### src/rtl/lsa_pkg.sv
package lsa_pkg;
    typedef enum logic [1:0] {
        ACC_BYTE     = 2'b00,
        ACC_HALF     = 2'b01,
        ACC_WORD     = 2'b10,
        ACC_WORD_ALT = 2'b11
    } acc_size_e;
endpackage

### src/rtl/lsa_align_check.sv
module lsa_align_check #(
    parameter int OFF_W = 2
) (
    input  lsa_pkg::acc_size_e  size_i,
    input  logic [OFF_W-1:0]    off_i,
    output logic                misalign_o
);
    import lsa_pkg::*;

    always_comb begin
        unique case (size_i)
            ACC_BYTE:               misalign_o = 1'b0;
            ACC_HALF:               misalign_o = off_i[0];
            ACC_WORD, ACC_WORD_ALT: misalign_o = |off_i;
            default:                misalign_o = 1'b0;
        endcase
    end
endmodule

### src/rtl/lsa_store_lanes.sv
module lsa_store_lanes #(
    parameter int XLEN = 32
) (
    input  lsa_pkg::acc_size_e         size_i,
    input  logic [$clog2(XLEN/8)-1:0]  off_i,
    input  logic                       store_i,
    input  logic                       misalign_i,
    input  logic [XLEN-1:0]            src_i,
    output logic [XLEN/8-1:0]          en_o,
    output logic [XLEN-1:0]            data_o
);
    import lsa_pkg::*;
    localparam int NLANE = XLEN / 8;
    localparam int OFF_W = $clog2(NLANE);

    // big-endian: offset k drives lane index NLANE-1-k
    logic [OFF_W-1:0] lane_sel;
    assign lane_sel = ~off_i;

    for (genvar g = 0; g < NLANE; g++) begin : g_lane
        logic hit;
        always_comb begin
            unique case (size_i)
                ACC_BYTE: hit = (lane_sel == OFF_W'(g));
                ACC_HALF: hit = (lane_sel[OFF_W-1:1] == g[OFF_W-1:1]);
                default:  hit = 1'b1;
            endcase
        end
        assign en_o[g] = store_i & ~misalign_i & hit;
    end

    always_comb begin
        unique case (size_i)
            ACC_BYTE: data_o = {NLANE{src_i[7:0]}};
            ACC_HALF: data_o = {(NLANE/2){src_i[15:0]}};
            default:  data_o = src_i;
        endcase
    end
endmodule

### src/rtl/lsa_load_extract.sv
module lsa_load_extract #(
    parameter int XLEN = 32
) (
    input  lsa_pkg::acc_size_e         size_i,
    input  logic [$clog2(XLEN/8)-1:0]  off_i,
    input  logic                       signed_i,
    input  logic                       misalign_i,
    input  logic [XLEN-1:0]            word_i,
    output logic [XLEN-1:0]            data_o
);
    import lsa_pkg::*;
    localparam int NLANE = XLEN / 8;
    localparam int OFF_W = $clog2(NLANE);

    logic [OFF_W-1:0] byte_idx;
    logic [7:0]       sel_b;
    logic [15:0]      sel_h;

    assign byte_idx = ~off_i;
    assign sel_b    = word_i[{byte_idx, 3'b000} +: 8];
    assign sel_h    = word_i[{byte_idx[OFF_W-1:1], 4'b0000} +: 16];

    always_comb begin
        if (misalign_i) begin
            data_o = '0;
        end else begin
            unique case (size_i)
                ACC_BYTE: data_o = {{(XLEN-8){signed_i & sel_b[7]}}, sel_b};
                ACC_HALF: data_o = {{(XLEN-16){signed_i & sel_h[15]}}, sel_h};
                default:  data_o = word_i;
            endcase
        end
    end
endmodule

### src/rtl/lsa_unit.sv
module lsa_unit #(
    parameter int XLEN   = 32,
    parameter int ADDR_W = 32
) (
    input  logic                           clk,
    input  logic                           rst_n,
    input  logic [ADDR_W-1:0]              addr_i,
    input  logic [1:0]                     acc_size_i,
    input  logic                           is_store_i,
    input  logic                           ld_signed_i,
    input  logic [XLEN-1:0]                st_data_i,
    input  logic [XLEN-1:0]                mem_rdata_i,
    output logic [ADDR_W-$clog2(XLEN/8)-1:0] word_addr_o,
    output logic [XLEN/8-1:0]              byte_en_o,
    output logic [XLEN-1:0]                wdata_o,
    output logic [XLEN-1:0]                ld_data_o,
    output logic                           misalign_o
);
    import lsa_pkg::*;
    localparam int NLANE = XLEN / 8;
    localparam int OFF_W = $clog2(NLANE);

    acc_size_e          size;
    logic [OFF_W-1:0]   off;
    logic               mis_c;
    logic [NLANE-1:0]   en_c;
    logic [XLEN-1:0]    wd_c;
    logic [XLEN-1:0]    ld_c;

    assign size = acc_size_e'(acc_size_i);
    assign off  = addr_i[OFF_W-1:0];

    lsa_align_check #(.OFF_W(OFF_W)) u_align (
        .size_i     (size),
        .off_i      (off),
        .misalign_o (mis_c)
    );

    lsa_store_lanes #(.XLEN(XLEN)) u_store (
        .size_i     (size),
        .off_i      (off),
        .store_i    (is_store_i),
        .misalign_i (mis_c),
        .src_i      (st_data_i),
        .en_o       (en_c),
        .data_o     (wd_c)
    );

    lsa_load_extract #(.XLEN(XLEN)) u_load (
        .size_i     (size),
        .off_i      (off),
        .signed_i   (ld_signed_i),
        .misalign_i (mis_c),
        .word_i     (mem_rdata_i),
        .data_o     (ld_c)
    );

    always_ff @(posedge clk or negedge rst_n) begin
        if (!rst_n) begin
            word_addr_o <= '0;
            byte_en_o   <= '0;
            wdata_o     <= '0;
            ld_data_o   <= '0;
            misalign_o  <= 1'b0;
        end else begin
            word_addr_o <= addr_i[ADDR_W-1:OFF_W];
            byte_en_o   <= en_c;
            wdata_o     <= wd_c;
            ld_data_o   <= ld_c;
            misalign_o  <= mis_c;
        end
    end
endmodule

### config.mk
export PLATFORM = sky130hd
export DESIGN_NAME = lsa_unit
export DESIGN_NICKNAME = d
export VERILOG_FILES = /design/src/rtl/lsa_pkg.sv /design/src/rtl/lsa_align_check.sv /design/src/rtl/lsa_store_lanes.sv /design/src/rtl/lsa_load_extract.sv /design/src/rtl/lsa_unit.sv
export SDC_FILE = /design/constraint.sdc
export NUM_CORES = 1
export LEC_CHECK = 0
export BUFFER_PORTS_ARGS = -buffer_cell sky130_fd_sc_hd__clkbuf_2
export CAP_MARGIN = 0
export CORE_MARGIN = 1
export CORE_UTILIZATION = 40
export CTS_CLUSTER_DIAMETER = 200
export DETAILED_ROUTE_END_ITERATION = 12
export GPL_TIMING_DRIVEN = 0
export MAX_ROUTING_LAYER = met4
export PLACE_DENSITY = 0.76
export SKIP_CTS_REPAIR_TIMING = 1
export SLEW_MARGIN = 10
export SYNTH_ARGS = -nofsm -noshare
export SYNTH_HDL_FRONTEND = slang
export SYNTH_SLANG_ARGS = --single-unit
export TNS_END_PERCENT = 100
### constraint.sdc
create_clock -name clk -period 0.8 [get_ports clk]
set_clock_uncertainty 0.05 [all_clocks]
set_input_delay 0.12 -clock clk [delete_from_list [all_inputs] [get_ports clk]]
set_output_delay 0.12 -clock clk [all_outputs]
set_load 0.02 [all_outputs]
==> After elaboration in Yosys (flattened, before gate mapping) <==
Cells that the tools add are included.
{ "classes": {"shifts": 2, "n_bitwise": 10, "n_eq_ne": 6, "reduce_logical": 4, "mux": 8} }
{ "op_table": {"columns": ["operator", "count"], "rows": [
  ["$pmux 32 s2", 2],
  ["$mux 32", 1],
  ["$shiftx 32x6->16", 1],
  ["$shiftx 32x6->8", 1],
  ["$eq 2x2->1 const B", 4],
  ["$pmux 1 s2", 4],
  ["$and 1x1->1", 7],
  ["$eq 2x1->1 const B", 2],
  ["$logic_not 2->1", 2],
  ["$reduce_or 2->1", 2],
  ["$pmux 1 s3", 1],
  ["$not 1->1", 2],
  ["$not 2->2", 1]
]} }
{ "totals": {"output_inout_bits": 99, "elab_cells": 35, "reg_bits": 99, "inputBits": 102} }

==> Depth between registers and ports, before layout <==
{ "depth": {"word_depth": 6, "ltp_mapped": 6, "depth_no_buf": 3} }

==> Cells and area by module <==
From an unflattened synthesis, not the netlist that was laid out.
{ "unflattened": {"hier_cells": 285, "hier_area_um2": 3819.9} }
{ "by_module_without_submodules": {"columns": ["module", "area_each_um2", "seq_area_each_um2", "cells_each", "instances"], "rows": [
  ["lsa_unit", 2477.4, 2477.4, 99, 1],
  ["lsa_load_extract", 823.3, 0.0, 118, 1],
  ["lsa_store_lanes", 506.7, 0.0, 65, 1],
  ["lsa_align_check", 12.5, 0.0, 3, 1]
]} }

==> Least setup slack after synthesis <==
OpenSTA, ideal clock, no wires.
{ "synth_path": {"path_type": "input port to flip-flop", "startpoint": "input addr_i[1]", "endpoint": "register ld_data_o[21]", "setup_time_ns": 0.146, "t_required_ns": 0.604, "slack_ns": -0.520, "t_arrival_ns": 1.124, "path_buffers": 3, "cell_stages": 6, "cell_sequence": "buf_6 -> mux4_2 -> nand2b_1 -> buf_6 -> buf_6 -> a22oi_1"} }
{ "synth_between": {"elab_chain_cells": 5, "word_cells_on_any_way": 9, "classes_between": "shift (2); mux (3); bitwise (3); reduce/logical (1)"} }
{ "synth_rtl": {"columns": ["element", "line_no", "text"], "rows": [
  ["start: declaration", "lsa_unit.sv:7", "input logic [ADDR_W-1:0] addr_i,"],
  ["$not 2->2", "lsa_load_extract.sv:19", "assign byte_idx = ~off_i;"],
  ["$shiftx 32x6->16 / $shiftx 32x6->8 (equally long branches)", "lsa_load_extract.sv:21, lsa_load_extract.sv:20", null],
  ["$and 1x1->1 (on tied branches)", "lsa_load_extract.sv:29, lsa_load_extract.sv:28", null],
  ["$pmux 32 s2", "lsa_load_extract.sv:27", "unique case (size_i)"],
  ["$mux 32 (*)", "lsa_load_extract.sv:24", "if (misalign_i) begin"],
  ["via ld_c[21]", "lsa_unit.sv:28", "logic [XLEN-1:0] ld_c;"],
  ["end signal: assignment", "lsa_unit.sv:69", "ld_data_o <= ld_c;"],
  ["end: declaration", "lsa_unit.sv:16", "output logic [XLEN-1:0] ld_data_o,"]
]} }
Mark *: on every way through the listed nets, which the timed path passes. The rest lies on a longest branch.

==> Final worst setup path <==
{ "layout_path": {"startpoint": "register word_addr_o[15]", "endpoint": "output word_addr_o[15]"} }
{ "layout_lines": {"columns": ["element", "line_no", "text"], "rows": [
  ["start: declaration", "lsa_unit.sv:13", "output logic [ADDR_W-$clog2(XLEN/8)-1:0] word_addr_o,"],
  ["start signal: assignment", "lsa_unit.sv:66", "word_addr_o <= addr_i[ADDR_W-1:OFF_W];"]
]} }
No word-level cell between the ends.

==> results.cfg <==
[outcome]
status = complete, but fails checks
failing_checks = design-rule violations, negative hold slack, negative setup slack

[floorplan]
core_area_mm2 = 0.00881
initial_core_util_pct = 41.8
die_boundary_height_um = 97.9
floorplan.rows = 34
die_area_mm2 = 0.00958
die_x_um = 97.9
ioPinCount = 201

[sta]
timing.final.crit_share_pct = 138
rsz0062_at_grt = yes
setup_total_negative_slack_ps = -31700
period_needed_ps = 1100
relative_slew_margins_pct = 48.6
setup_viol_count_final = 148
final-max-slew-violation-count = 0
finalWorstSetupSlack_ps = -302
report.final.hold_viol_count = 108
timing_worst_slew_pin_value_ps = 771
worst_hold_slack_ps = -254
maxClockFrequency_ghz = 0.907

[place]
placed_cell_area_mm2 = 0.00495
portBuffers = 198
place.gp.congestion = 0.856
placement.setup.worst_slack_ps = -722
place.detailed.hpwl_um = 7630

[detailed_routing]
drc = 18
via_per_inst = 5.24
wl_um = 13700
drt_pre_antenna_iters = 9
detail-route-antenna-nets = 0
wire_per_inst_um = 19.5
detailroute.via_count = 3671
initialDrtViolationCount = 158

[synth]
synth_area_leaders = sky130_fd_sc_hd__dfrtp_1 (67%), sky130_fd_sc_hd__mux2_2 (7.3%), sky130_fd_sc_hd__a22oi_1 (3.3%)
seq_area_frac_synth_pct = 67.3
synth_top_cell_by_area = sky130_fd_sc_hd__dfrtp_1
synth.top_cell.area_share_pct = 67.3
ys.warnings.count = 0
synthesized_flop_and_latch_total = 99
synthesis.instances = 277
synthDistinctLibCells = 32
total_nets_after_synthesis = 379
synth.cell_area_mm2 = 0.00368
post_syn_area_per_cell_um2 = 13.3

[final_layout]
layout_commonest_cell = sky130_fd_sc_hd__buf_6
fraction_of_layout_instances_using_a_drive_strength_above_1_pct = 53.1
fin_area_mm2 = 0.00712
final_cell_mix = sky130_fd_sc_hd__buf_6 (112), sky130_fd_sc_hd__dfrtp_1 (99), sky130_fd_sc_hd__clkbuf_2 (94)
n_antenna_cell = 0
fin_nets = 690
area_delta_synth_final_pct = 93.5

[grt]
grt_antenna_before_repair = 0
grt_usage_pct = 22.4
largest_net_degree_at_the_start_of_global_routing = 100
grt_pass1_vias = 3107
grt_first_pass_wirelength_um = 16000
grt.overflow.total = 0

[setup_path]
top_family_by_delay_on_critical_path = flip-flops
crit_path_cell_trace = buf_6
path_buf_inv = 1
depth_of_the_critical_timing_path_with_buffers_and_inverters_included = 1
cp_data_arrival_time_ps = 930
critical_path_peak_fanout = 1
worst_setup_path_start_kind = register
cpMaxStageDelayCell = sky130_fd_sc_hd__dfrtp_1
sort_of_element_at_the_end_of_the_critical_path = primary output
critPathMaxStageDelay_ps = 430
path_class = reg2out
critical_path_required_ps = 630

[clocking]
cts_max_path_buffers = 2
cts-htree-levels = 3
numCtsBuffers = 9
cts_root_buf = sky130_fd_sc_hd__clkbuf_8
tritoncts_clock_tree = done
clkTransAtPathRegs_ps = 110
cts.sinks = 99

[min_path]
holdCritPathClass = in2async

[power_and_ir_drop]
vdd_ir_drop_max_v = 0.00103
p_leak_uw = 0.00343
power.density_cell_area_mw_per_mm2 = 1640

[flow_run]
drv_cap = 0
## through the flow
stage	instances	hold slack [ps]	total power (uW)	utilization, %
floorplan	277	-226	6570	-
global placement	583	178	7420	56.1
detailed placement	583	180	7480	56.2
CTS	599	-206	10500	58.4
global route	701	-187	12100	80.8
finish	701	-254	11700	80.8
## cell type report
type / instances / area, um2
buffer: 19 / 239
sequential: 99 / 2480
clock inverter: 6 / 60.1
multi-input combinational: 156 / 1380
inverter: 1 / 3.75
timing repair buffer: 302 / 2700
tap: 108 / 135
fill: 462 / 1690
clock buffer: 10 / 128
## power breakdown
part	switching, uW	leakage, uW	internal (uW)	total [uW]
Combinational	1440	0.00213	1640	3080
Sequential	184	0.00121	5330	5520
Clock	1900	0.0000878	1200	3100
## cells in the mapped netlist
master	number
sky130_fd_sc_hd__a21oi_1	8
sky130_fd_sc_hd__a21oi_2	1
sky130_fd_sc_hd__a221oi_1	1
sky130_fd_sc_hd__a22o_1	1
sky130_fd_sc_hd__a22oi_1	16
sky130_fd_sc_hd__a31oi_1	14
sky130_fd_sc_hd__a32oi_1	7
sky130_fd_sc_hd__and2_1	1
sky130_fd_sc_hd__and3_1	7
sky130_fd_sc_hd__buf_2	10
sky130_fd_sc_hd__buf_4	1
sky130_fd_sc_hd__buf_6	3
sky130_fd_sc_hd__clkbuf_1	7
sky130_fd_sc_hd__dfrtp_1	99
sky130_fd_sc_hd__inv_1	1
sky130_fd_sc_hd__mux2_2	24
sky130_fd_sc_hd__mux2i_1	9
sky130_fd_sc_hd__mux4_2	1
sky130_fd_sc_hd__nand2_1	32
sky130_fd_sc_hd__nand2b_1	1
sky130_fd_sc_hd__nand3_1	1
sky130_fd_sc_hd__nand3b_1	1
sky130_fd_sc_hd__nor2_1	5
sky130_fd_sc_hd__nor2_2	1
sky130_fd_sc_hd__nor3_1	1
sky130_fd_sc_hd__nor3b_1	1
sky130_fd_sc_hd__nor3b_2	1
sky130_fd_sc_hd__nor4bb_1	1
sky130_fd_sc_hd__o21a_1	1
sky130_fd_sc_hd__o21ai_0	18
sky130_fd_sc_hd__or2_2	1
sky130_fd_sc_hd__xnor2_1	1
## registers in the layout, summed over array words and instances, names as in the netlist
name / cells
ld_data_o: 32
word_addr_o: 30
wdata_o: 32
byte_en_o: 4
misalign_o: 1
## cells by family after synthesis
kind of cell | count (synthesis) | share of synthesized area, %
and+or+nand+nor | 54 | 6.94
buffers and inverters | 22 | 3.30
xor gates and xnor gates | 1 | 0.238
DFF | 99 | 67.3
muxes | 34 | 10.4
AOI/OAI and AO/OA | 67 | 11.8
## how the worst max path moves through the flow
stage	start	to	slack, ps
after CTS	acc_size_i[1]	ld_data_o[12]$_DFF_PN0_	-310
final	word_addr_o[15]$_DFF_PN0_	word_addr_o[15]	-300
after global placement	rst_n	wdata_o[7]$_DFF_PN0_	-1570
after global routing	wdata_o[5]$_DFF_PN0_	wdata_o[5]	-350
after detailed placement	acc_size_i[1]	ld_data_o[12]$_DFF_PN0_	-720
after floorplan	addr_i[1]	ld_data_o[21]$_DFF_PN0_	-510
## metal layers
| metal | share of wire, % | global-route usage (%) |
|---|---|---|
| met4 | 2.2 | 8.97 |
| met5 | 0 | - |
| met1 | 37 | 26.6 |
| met3 | 7.2 | 5.30 |
| met2 | 53 | 36.8 |
Note: power is estimated with default switching activity, not from simulation.
